[src/rtl/sysclk_pkg.sv]
package sysclk_pkg;
  localparam int SRC_W  = 3;
  localparam int DIV_W  = 4;
  localparam int STEP_W = 3;

  // control register fields
  localparam int CUR_LSB  = 12;
  localparam int REQ_LSB  = 8;
  localparam int SWEN_BIT = 0;

  // divider register fields
  localparam int TGT_LSB  = 20;
  localparam int STEP_LSB = 8;
  localparam int LIVE_LSB = 4;
  localparam int UP_BIT   = 2;
  localparam int DN_BIT   = 1;
  localparam int BUSY_BIT = 0;

  typedef enum logic {
    REG_CTRL = 1'b0,
    REG_DIV  = 1'b1
  } reg_sel_e;

  typedef struct packed {
    logic              up_en;
    logic              dn_en;
    logic [STEP_W-1:0] step;
    logic [DIV_W-1:0]  tgt;
  } div_cfg_t;
endpackage

[src/rtl/sysclk_regs.sv]
module sysclk_regs
  import sysclk_pkg::*;
#(
  parameter int DATA_W = 32
) (
  input  logic              clk,
  input  logic              rst_n,
  input  logic              wr_en,
  input  logic              wr_addr,
  input  logic [DATA_W-1:0] wr_data,
  input  logic              sw_done,
  output logic [SRC_W-1:0]  req_src,
  output logic              sw_pend,
  output div_cfg_t          cfg,
  output logic              cfg_wr
);
  logic             ctrl_wr;
  logic [SRC_W-1:0] req_nxt;
  logic             pend_nxt;
  div_cfg_t         cfg_nxt;

  assign ctrl_wr = wr_en && (wr_addr == REG_CTRL);
  assign cfg_wr  = wr_en && (wr_addr == REG_DIV);

  logic unused_wr_bits;
  assign unused_wr_bits = ^{wr_data[DATA_W-1:TGT_LSB+DIV_W],
                            wr_data[TGT_LSB-1:STEP_LSB+STEP_W],
                            wr_data[STEP_LSB-1:UP_BIT+1]};

  always_comb begin
    req_nxt  = req_src;
    pend_nxt = sw_pend;
    cfg_nxt  = cfg;
    if (sw_done) pend_nxt = 1'b0;
    if (ctrl_wr) begin
      req_nxt = wr_data[REQ_LSB +: SRC_W];
      if (wr_data[SWEN_BIT]) pend_nxt = 1'b1;
    end
    if (cfg_wr) begin
      cfg_nxt.tgt   = wr_data[TGT_LSB +: DIV_W];
      cfg_nxt.step  = wr_data[STEP_LSB +: STEP_W];
      cfg_nxt.up_en = wr_data[UP_BIT];
      cfg_nxt.dn_en = wr_data[DN_BIT];
    end
  end

  always_ff @(posedge clk or negedge rst_n) begin
    if (!rst_n) begin
      req_src <= '0;
      sw_pend <= 1'b0;
      cfg     <= '0;
    end else begin
      req_src <= req_nxt;
      sw_pend <= pend_nxt;
      cfg     <= cfg_nxt;
    end
  end
endmodule

[src/rtl/sysclk_divcnt.sv]
module sysclk_divcnt
  import sysclk_pkg::*;
(
  input  logic             clk,
  input  logic             rst_n,
  input  logic [DIV_W-1:0] live_div,
  output logic             clk_en,
  output logic             period_end
);
  logic [DIV_W-1:0] cnt, cnt_nxt;

  assign period_end = (cnt >= live_div);
  assign clk_en     = (cnt == '0);

  always_comb begin
    cnt_nxt = period_end ? '0 : cnt + 1'b1;
  end

  always_ff @(posedge clk or negedge rst_n) begin
    if (!rst_n) cnt <= '0;
    else        cnt <= cnt_nxt;
  end
endmodule

[src/rtl/sysclk_srcsel.sv]
module sysclk_srcsel
  import sysclk_pkg::*;
#(
  parameter int NSRC = 8
) (
  input  logic             clk,
  input  logic             rst_n,
  input  logic             sw_pend,
  input  logic [SRC_W-1:0] req_src,
  input  logic             period_end,
  input  logic [NSRC-1:0]  src_ready,
  output logic [SRC_W-1:0] cur_src,
  output logic             sw_done
);
  localparam int NSLOT = 1 << SRC_W;

  logic [NSLOT-1:0] rdy_full;
  logic [SRC_W-1:0] cur_nxt;

  // slots past the implemented sources are never ready
  for (genvar g = 0; g < NSLOT; g++) begin : g_slot
    if (g < NSRC) begin : g_real
      assign rdy_full[g] = src_ready[g];
    end else begin : g_absent
      assign rdy_full[g] = 1'b0;
    end
  end

  assign sw_done = sw_pend && period_end;

  always_comb begin
    cur_nxt = cur_src;
    if (sw_done && rdy_full[req_src]) cur_nxt = req_src;
  end

  always_ff @(posedge clk or negedge rst_n) begin
    if (!rst_n) cur_src <= '0;
    else        cur_src <= cur_nxt;
  end
endmodule

[src/rtl/sysclk_divslew.sv]
module sysclk_divslew
  import sysclk_pkg::*;
#(
  parameter int HOLD_CYC = 4
) (
  input  logic             clk,
  input  logic             rst_n,
  input  div_cfg_t         cfg,
  input  logic             cfg_wr,
  output logic [DIV_W-1:0] live_div,
  output logic             busy
);
  localparam int HOLD_W = (HOLD_CYC > 1) ? $clog2(HOLD_CYC) : 1;
  localparam int CMP_W  = ((DIV_W > STEP_W + 1) ? DIV_W : STEP_W + 1) + 1;

  logic [HOLD_W-1:0] hold, hold_nxt;
  logic [DIV_W-1:0]  live_nxt;
  logic              freq_up, slew_on, hold_done;
  logic [CMP_W-1:0]  gap, step_sz, live_w, tgt_w;

  assign busy      = (live_div != cfg.tgt);
  assign freq_up   = (cfg.tgt < live_div);
  assign slew_on   = freq_up ? cfg.up_en : cfg.dn_en;
  assign hold_done = (hold == HOLD_W'(HOLD_CYC - 1));
  assign live_w    = CMP_W'(live_div);
  assign tgt_w     = CMP_W'(cfg.tgt);
  assign step_sz   = CMP_W'(cfg.step) + 1'b1;
  assign gap       = freq_up ? (live_w - tgt_w) : (tgt_w - live_w);

  always_comb begin
    live_nxt = live_div;
    hold_nxt = '0;
    if (cfg_wr || !busy) begin
      hold_nxt = '0;
    end else if (!slew_on) begin
      live_nxt = cfg.tgt;
    end else if (hold_done) begin
      if (gap > step_sz)
        live_nxt = freq_up ? DIV_W'(live_w - step_sz) : DIV_W'(live_w + step_sz);
      else
        live_nxt = cfg.tgt;
    end else begin
      hold_nxt = hold + 1'b1;
    end
  end

  always_ff @(posedge clk or negedge rst_n) begin
    if (!rst_n) begin
      live_div <= '0;
      hold     <= '0;
    end else begin
      live_div <= live_nxt;
      hold     <= hold_nxt;
    end
  end
endmodule

[src/rtl/sysclk_switch.sv]
module sysclk_switch
  import sysclk_pkg::*;
#(
  parameter int NSRC     = 8,
  parameter int HOLD_CYC = 4,
  parameter int DATA_W   = 32
) (
  input  logic              clk,
  input  logic              rst_n,
  input  logic              wr_en,
  input  logic              wr_addr,
  input  logic [DATA_W-1:0] wr_data,
  input  logic              rd_addr,
  output logic [DATA_W-1:0] rd_data,
  input  logic [NSRC-1:0]   src_ready,
  output logic [SRC_W-1:0]  sel_src,
  output logic              clk_en
);
  logic [SRC_W-1:0] req_src;
  logic             sw_pend, sw_done, cfg_wr, period_end, busy;
  div_cfg_t         cfg;
  logic [DIV_W-1:0] live_div;

  sysclk_regs #(.DATA_W(DATA_W)) u_regs (
    .clk(clk), .rst_n(rst_n), .wr_en(wr_en), .wr_addr(wr_addr),
    .wr_data(wr_data), .sw_done(sw_done), .req_src(req_src),
    .sw_pend(sw_pend), .cfg(cfg), .cfg_wr(cfg_wr)
  );

  sysclk_srcsel #(.NSRC(NSRC)) u_srcsel (
    .clk(clk), .rst_n(rst_n), .sw_pend(sw_pend), .req_src(req_src),
    .period_end(period_end), .src_ready(src_ready),
    .cur_src(sel_src), .sw_done(sw_done)
  );

  sysclk_divslew #(.HOLD_CYC(HOLD_CYC)) u_slew (
    .clk(clk), .rst_n(rst_n), .cfg(cfg), .cfg_wr(cfg_wr),
    .live_div(live_div), .busy(busy)
  );

  sysclk_divcnt u_cnt (
    .clk(clk), .rst_n(rst_n), .live_div(live_div),
    .clk_en(clk_en), .period_end(period_end)
  );

  always_comb begin
    rd_data = '0;
    if (rd_addr == REG_CTRL) begin
      rd_data[CUR_LSB +: SRC_W] = sel_src;
      rd_data[REQ_LSB +: SRC_W] = req_src;
      rd_data[SWEN_BIT]         = sw_pend;
    end else begin
      rd_data[TGT_LSB +: DIV_W]   = cfg.tgt;
      rd_data[STEP_LSB +: STEP_W] = cfg.step;
      rd_data[LIVE_LSB +: DIV_W]  = live_div;
      rd_data[UP_BIT]             = cfg.up_en;
      rd_data[DN_BIT]             = cfg.dn_en;
      rd_data[BUSY_BIT]           = busy;
    end
  end
endmodule

[config.mk]
export PLATFORM = sky130hd
export DESIGN_NAME = sysclk_switch
export DESIGN_NICKNAME = d
export VERILOG_FILES = /design/src/rtl/sysclk_pkg.sv /design/src/rtl/sysclk_regs.sv /design/src/rtl/sysclk_divcnt.sv /design/src/rtl/sysclk_srcsel.sv /design/src/rtl/sysclk_divslew.sv /design/src/rtl/sysclk_switch.sv
export SDC_FILE = /design/constraint.sdc
export NUM_CORES = 1
export LEC_CHECK = 0
export BUFFER_PORTS_ARGS = -buffer_cell sky130_fd_sc_hd__buf_2
export CAP_MARGIN = 20
export CORE_AREA = 2 2 69 71
export DETAILED_ROUTE_END_ITERATION = 8
export DIE_AREA = 0 0 71 73
export GPL_TIMING_DRIVEN = 1
export PLACE_DENSITY = 0.78
export SYNTH_ARGS = -nofsm -noshare
export SYNTH_HDL_FRONTEND = slang
export SYNTH_SLANG_ARGS = --single-unit
[constraint.sdc]
create_clock -name clk -period 4.55 [get_ports clk]
set_clock_uncertainty 0.1 [all_clocks]
set_input_delay 0.91 -clock clk [delete_from_list [all_inputs] [get_ports clk]]
set_output_delay 0.91 -clock clk [all_outputs]
set_load 0.05 [all_outputs]
==> impl_metrics.py, run 1 <==
metrics = {
    "power_and_ir_drop": {
        "ir_worst_vdd_mv": 0.340,
        "power_density_nw_per_um2": 755,
        "leakagePower_nw": 1.21,
    },
    "placement": {
        "post_dp_cell_area_um2": 2320,
        "port_buffers": 43,
        "dp_slack_ns": 0.847,
        "hpwlAfterDp_um": 3280,
        "dp.cells": 293,
        "routabilityCongestion": 0.847,
    },
    "die": {
        "die_height_um": 73,
        "die_area_um2": 5180,
        "io_pins": 81,
        "fp.coreArea_um2": 4540,
        "start_util": 0.464,
        "num_rows": 25,
        "die-width_um": 71,
    },
    "cts": {
        "clkSinkCount": 26,
        "cts_resized": 0,
        "htree_levels": 1,
        "cts_hold_buf": 0,
        "cts_tree": "built",
        "post-cts-setup-buffers": 0,
        "cts_root_buf": "clkbuf_8",
        "clkTransAtPathRegs_ns": 0.09,
        "clock_latency_ns": 0.27,
        "cts_made_buffers": 3,
        "clock_path_buffers": 2,
    },
    "timing": {
        "worst_slack_ns": 0.821,
        "final_max_slew_viol_count": 0,
        "hold_violations": 0,
        "setup-violations-final": 0,
        "tightestPinTransition_ns": 0.573,
        "max_slew_margin": 0.615,
        "whs_ns": 0.375,
        "fin_crit_ns": 3.73,
        "period_share": 0.819,
        "fin_setup_tns_ns": 0,
        "max_freq_mhz": 268,
        "rsz0062_at_grt": "no",
    },
    "worst_setup_path": {
        "crit_path_top_delay_cell": "dfrtp_1",
        "required_ns": 4.60,
        "crit_type": "reg2reg",
        "cp-end-kind": "flip-flop",
        "crit_path_start_kind": "flip-flop",
        "cpPeakStageDelay_ns": 0.46,
        "cp_max_fo": 6,
        "cp.buffers_inverters": 1,
        "crit_chain": "inv_1 -> ha_1 -> nor2b_4 -> o31a_1 -> nor2_1 -> mux2i_1 -> xnor2_1 -> ha_1 -> and3b_1 -> a2111oi_0 -> o32a_2 -> a22oi_4 -> mux2i_1 -> mux2i_1",
        "cp_top_family": "compound AO/OA/AOI/OAI gates",
        "worstPathArrival_ns": 3.78,
        "critPathMostFrequentCell": "mux2i_1",
    },
    "job": {
        "maxCapViolCount": 0,
    },
    "grt": {
        "grt_use_total": 0.175,
        "grt_max_degree": 27,
        "grt_pass1_wl_um": 7200,
        "grt_pass1_vias": 1527,
        "antenna_found_initial": 0,
        "overflow": 0,
    },
    "synthesis": {
        "synth_edf_count": 0,
        "async_flop_share": 1.00,
        "synthCells": 200,
        "avgSynthCellArea_um2": 10.5,
        "synth_cell_types": 47,
        "synthFlopType": "dfrtp_1",
        "netlist_area_um2": 2110,
        "synth.yosys.seq_area_share": 0.309,
        "synth-seq-cells": 26,
        "yosysWarnings": 0,
    },
    "final_layout": {
        "finalNetCount": 316,
        "post-route-cell-area_um2": 2390,
        "n_antenna_cell": 0,
        "drive_gt1_frac": 0.300,
        "syn_to_final_growth_pct": 13.4,
        "final_cells": 297,
    },
    "detailed_routing": {
        "viasPerCell": 5.20,
        "vias": 1545,
        "first_pass_iters": 4,
        "drc_errors": 0,
        "post_drt_wl_per_cell_um": 14.1,
        "ant_nets": 0,
        "drt_iter0_drc": 37,
        "wl_um": 4190,
    },
    "worst_hold_path": {
        "hp-class": "reg2reg",
    },
    "outcome": {
        "status": "completed",
    },
}
==> cells in the mapped netlist (4+ instances only) <==
cell	number	area, um^2
inv_1	17	63.8
nand2_1	5	18.8
mux2i_1	9	90.1
and2_1	11	68.8
nand3_1	5	25.0
dfrtp_1	26	651
ha_1	24	300
mux2_2	16	180
nor2b_1	4	25.0
a21oi_1	5	25.0
xnor2_1	8	70.1
buf_4	15	113
nor2_1	7	26.3
==> final cells by class <==
class	instances	area, um^2
Inverter	17	63.8
Tap cell	54	67.6
Fill cell	403	2150
Clock buffer	3	41.3
Timing Repair Buffer	43	215
Multi-Input combinational cell	153	1320
Clock inverter	1	30.0
Sequential cell	26	651
==> per-layer routing <==
metal	part of all wire	track usage
met1	0.46	0.228
met2	0.49	0.315
met3	0.044	0.0304
met4	0.0048	0.0168
met5	0	0
==> worst register-to-register path, delay by kind of cell, from the launching register on <==
family | cells | cell delay, ns
flip-flops | 1 | 0.46
AO/OA/AOI/OAI | 4 | 1.10
AND/OR/NAND/NOR | 3 | 0.55
multiplexers | 3 | 0.49
adder cells (fa/ha/maj) | 2 | 0.63
buffers and inverters | 1 | 0.12
XOR/XNOR | 1 | 0.16
==> per-stage QoR <==
stage                     utilization  total power, mW
after floorplan                     -             1.37
after global routing            0.526             1.96
after global placement          0.511             1.56
after CTS                       0.526             1.81
after detailed placement        0.511             1.60
final                           0.526             1.80
==> registers in the layout (all words and copies together) (netlist names) <==
signal and count:
u_slew.hold 2, u_cnt.cnt 4, u_srcsel.cur_src 3, u_slew.live_div 4, u_regs.req_src 3, u_regs.sw_pend 1
u_regs.cfg 9
==> path summary, 6_finish.rpt <==
check,cells after the start,slack [ns],end,startpoint
worst max-delay path,14,0.82,u_slew.live_div[1]$_DFFE_PN0P_,u_regs.cfg[1]$_DFFE_PN0P_
worst min-delay path,1,0.38,u_slew.hold[0]$_DFF_PN0_,u_slew.hold[0]$_DFF_PN0_
worst max register to register,14,0.82,u_slew.live_div[1]$_DFFE_PN0P_,u_regs.cfg[1]$_DFFE_PN0P_
worst min register to register,1,0.38,u_slew.hold[0]$_DFF_PN0_,u_slew.hold[0]$_DFF_PN0_
max in group asynchronous,1,3.44,u_regs.cfg[1]$_DFFE_PN0P_,rst_n
min in group asynchronous,1,0.52,u_regs.req_src[1]$_DFFE_PN0P_,rst_n
==> report_power, final <==
group	internal [mW]	total, mW	switching (mW)	leakage (nW)
Combinational	0.506	1.22	0.714	0.859
Clock	0.118	0.189	0.0709	0.0357
Sequential	0.308	0.393	0.0855	0.316
Total	0.931	1.80	0.871	1.21
==> cells by family after synthesis <==
group	share of synthesized area
simple gates	0.122
buf+inv	0.0897
mux	0.166
fa+ha+maj	0.171
compound gates	0.0992
flops	0.309
xor+xnor	0.0416
other cells	0.00178
==> cells in the final DEF, fill, tap and decap left out, types with 3 or more instances in the layout <==
cell      netlist  final
a21oi_1         5      5
dfrtp_1        26     26
mux2_2         16     16
clkbuf_8        0      3
ha_1           24     24
conb_1          1     15
mux2_1          3      3
and2_1         11     11
xnor2_1         8      8
nor3_1          3      3
mux2i_1         9      9
inv_1          17     17
nand3_1         5      5
buf_2           1     43
nand2_1         5      5
fa_1            3      3
nor2_1          7      7
nor2b_1         4      4
o21ai_0         3      3
No activity file was read; power rests on OpenSTA's default activity.
==> run 2, diff against run 1 <==
Settings changed: CORE_AREA 2 2 69 71 to 2 2 72 74, DIE_AREA 0 0 71 73 to 0 0 74 76, PLACE_DENSITY 0.78 to 0.75.
Clock period 4.55 ns to 3.39 ns, I/O delays scaled along.
==> impl_metrics.py, run 2 (synthesis results as in run 1) <==
metrics = {
    "final_layout": {
        "final_core_util": 0.523,
        "largest_reg_flops": 9,
        "drive_gt1_frac": 0.374,
        "finalNetCount": 330,
        "syn_to_final_growth_pct": 22.1,
        "final_common_cell": "buf_2",
        "largest-register": "u_regs.cfg",
        "final_cell_mix": "43 x buf_2, 24 x dfrtp_1, 22 x ha_1, 16 x inv_1, 16 x mux2_2",
        "top_regs": "u_regs.cfg x9, u_cnt.cnt x4, u_slew.live_div x4",
        "n_antenna_cell": 0,
        "post-route-cell-area_um2": 2570,
    },
    "grt": {
        "antenna_found_initial": 0,
        "grt_max_degree": 27,
        "grt_pass1_wl_um": 7400,
        "grt_use_total": 0.167,
        "grt_pass1_vias": 1582,
        "overflow": 0,
    },
    "power_and_ir_drop": {
        "ir_worst_vdd_mv": 0.460,
        "leakagePower_nw": 1.28,
        "power_mw": 2.70,
        "power_density_nw_per_um2": 1050,
    },
    "detailed_routing": {
        "vias": 1586,
        "first_pass_iters": 4,
        "wl_um": 4390,
        "drc_errors": 0,
        "ant_nets": 0,
        "viasPerCell": 4.85,
        "drt_iter0_drc": 41,
        "post_drt_wl_per_cell_um": 13.4,
    },
    "worst_setup_path": {
        "cp_max_fo": 4,
        "crit_path_start_kind": "flip-flop",
        "rr_endpoint": "u_slew.live_div[2]$_DFFE_PN0P_",
        "crit_type": "reg2reg",
        "required_ns": 3.45,
        "r2r_cells": 15,
        "worstReg2RegStart": "u_regs.cfg[1]$_DFFE_PN0P_",
        "worstPathArrival_ns": 3.34,
        "setup.worst_path.start": "u_regs.cfg[1]$_DFFE_PN0P_",
        "reg2reg_setup_slack_ns": 0.11,
        "cp-end-kind": "flip-flop",
    },
    "cts": {
        "htree_levels": 1,
        "clock_path_buffers": 2,
        "cts_tree": "built",
        "cts_made_buffers": 3,
        "cts_hold_buf": 0,
        "clkTransAtPathRegs_ns": 0.09,
        "cts_root_buf": "clkbuf_8",
        "clkSinkCount": 26,
        "clock_latency_ns": 0.27,
    },
    "die": {
        "die_height_um": 76,
        "num_rows": 26,
        "die_area_um2": 5620,
        "start_util": 0.429,
        "die-width_um": 74,
        "io_pins": 81,
        "fp.coreArea_um2": 4910,
    },
    "timing": {
        "setup-violations-final": 0,
        "period_share": 0.968,
        "tightestPinTransition_ns": 0.614,
        "max_slew_margin": 0.588,
        "hold_violations": 0,
        "fin_crit_ns": 3.28,
        "final_max_slew_viol_count": 0,
        "max_freq_mhz": 305,
    },
    "placement": {
        "post_dp_cell_area_um2": 2400,
        "routabilityCongestion": 0.849,
        "hpwlAfterDp_um": 3430,
        "port_buffers": 43,
    },
    "job": {
        "maxCapViolCount": 0,
    },
    "outcome": {
        "status": "completed",
    },
    "worst_hold_path": {
        "hp-class": "in2async",
    },
}
## run 2: metrics by stage
step	hold slack, ns	setup slack, ns	TNS [ns]	std cells
final	0.305	0.108	0	327
after global routing	0.336	-0.0179	-0.0179	327
after CTS	0.312	0.00357	0	322
after detailed placement	0.342	-0.0254	-0.0582	318
after global placement	0.329	-0.00187	-0.00187	318
after floorplan	0.282	0.112	0	214
## run 2: cell type report
type                       count  area [um^2]
tap                           70         87.6
fill                         437         2340
clock inverter                 1         30.0
sequential                    26          653
multi-input combinational    153         1380
clock buffer                   3         41.3
inverter                      17         63.8
timing repair buffer          57          320
## run 2: layer usage
metal | GRT usage | vias to the layer above | part of all wire | wire, um
met5 | 0 | - | 0 | 0
li1 | - | 782 | - | -
met2 | 0.271 | 56 | 0.48 | 2100
met1 | 0.230 | 741 | 0.45 | 1960
met4 | 0.0327 | 0 | 0.0093 | 41
met3 | 0.0357 | 7 | 0.064 | 280
## run 2: critical path, cell delays in order (launching register included)
cell and delay [ns]:
dfrtp_1 0.40, inv_2 0.08, ha_4 0.20, nor2b_4 0.13, o31a_1 0.34, nor2_4 0.15, mux2i_1 0.22, xnor2_1 0.16
ha_1 0.27, buf_4 0.15, nand4_1 0.06, o21ai_1 0.07, o32a_2 0.21, a22oi_4 0.25, mux2i_1 0.25, mux2i_1 0.09
## run 2: where the power goes
group / leakage [nW] / switching [mW] / total (mW) / internal, mW
Clock: 0.0357 / 0.101 / 0.259 / 0.158
Sequential: 0.314 / 0.104 / 0.520 / 0.416
Combinational: 0.935 / 1.06 / 1.92 / 0.860
## run 2: repair_timing
item	4_1_cts	5_1_grt
setup buffers	0	5
setup endpoints to repair	4	4
hold endpoints to repair	0	0
resized for setup	2	12
pin swaps	0	9
## run 2: worst max-delay path by stage
stage	end	cells after the start
after CTS	u_slew.live_div[2]$_DFFE_PN0P_	13
after global placement	u_slew.live_div[3]$_DFFE_PN0P_	13
final	u_slew.live_div[2]$_DFFE_PN0P_	15
after detailed placement	u_slew.live_div[1]$_DFFE_PN0P_	13
after floorplan	u_slew.live_div[0]$_DFFE_PN0P_	14
after global routing	u_slew.live_div[2]$_DFFE_PN0P_	15
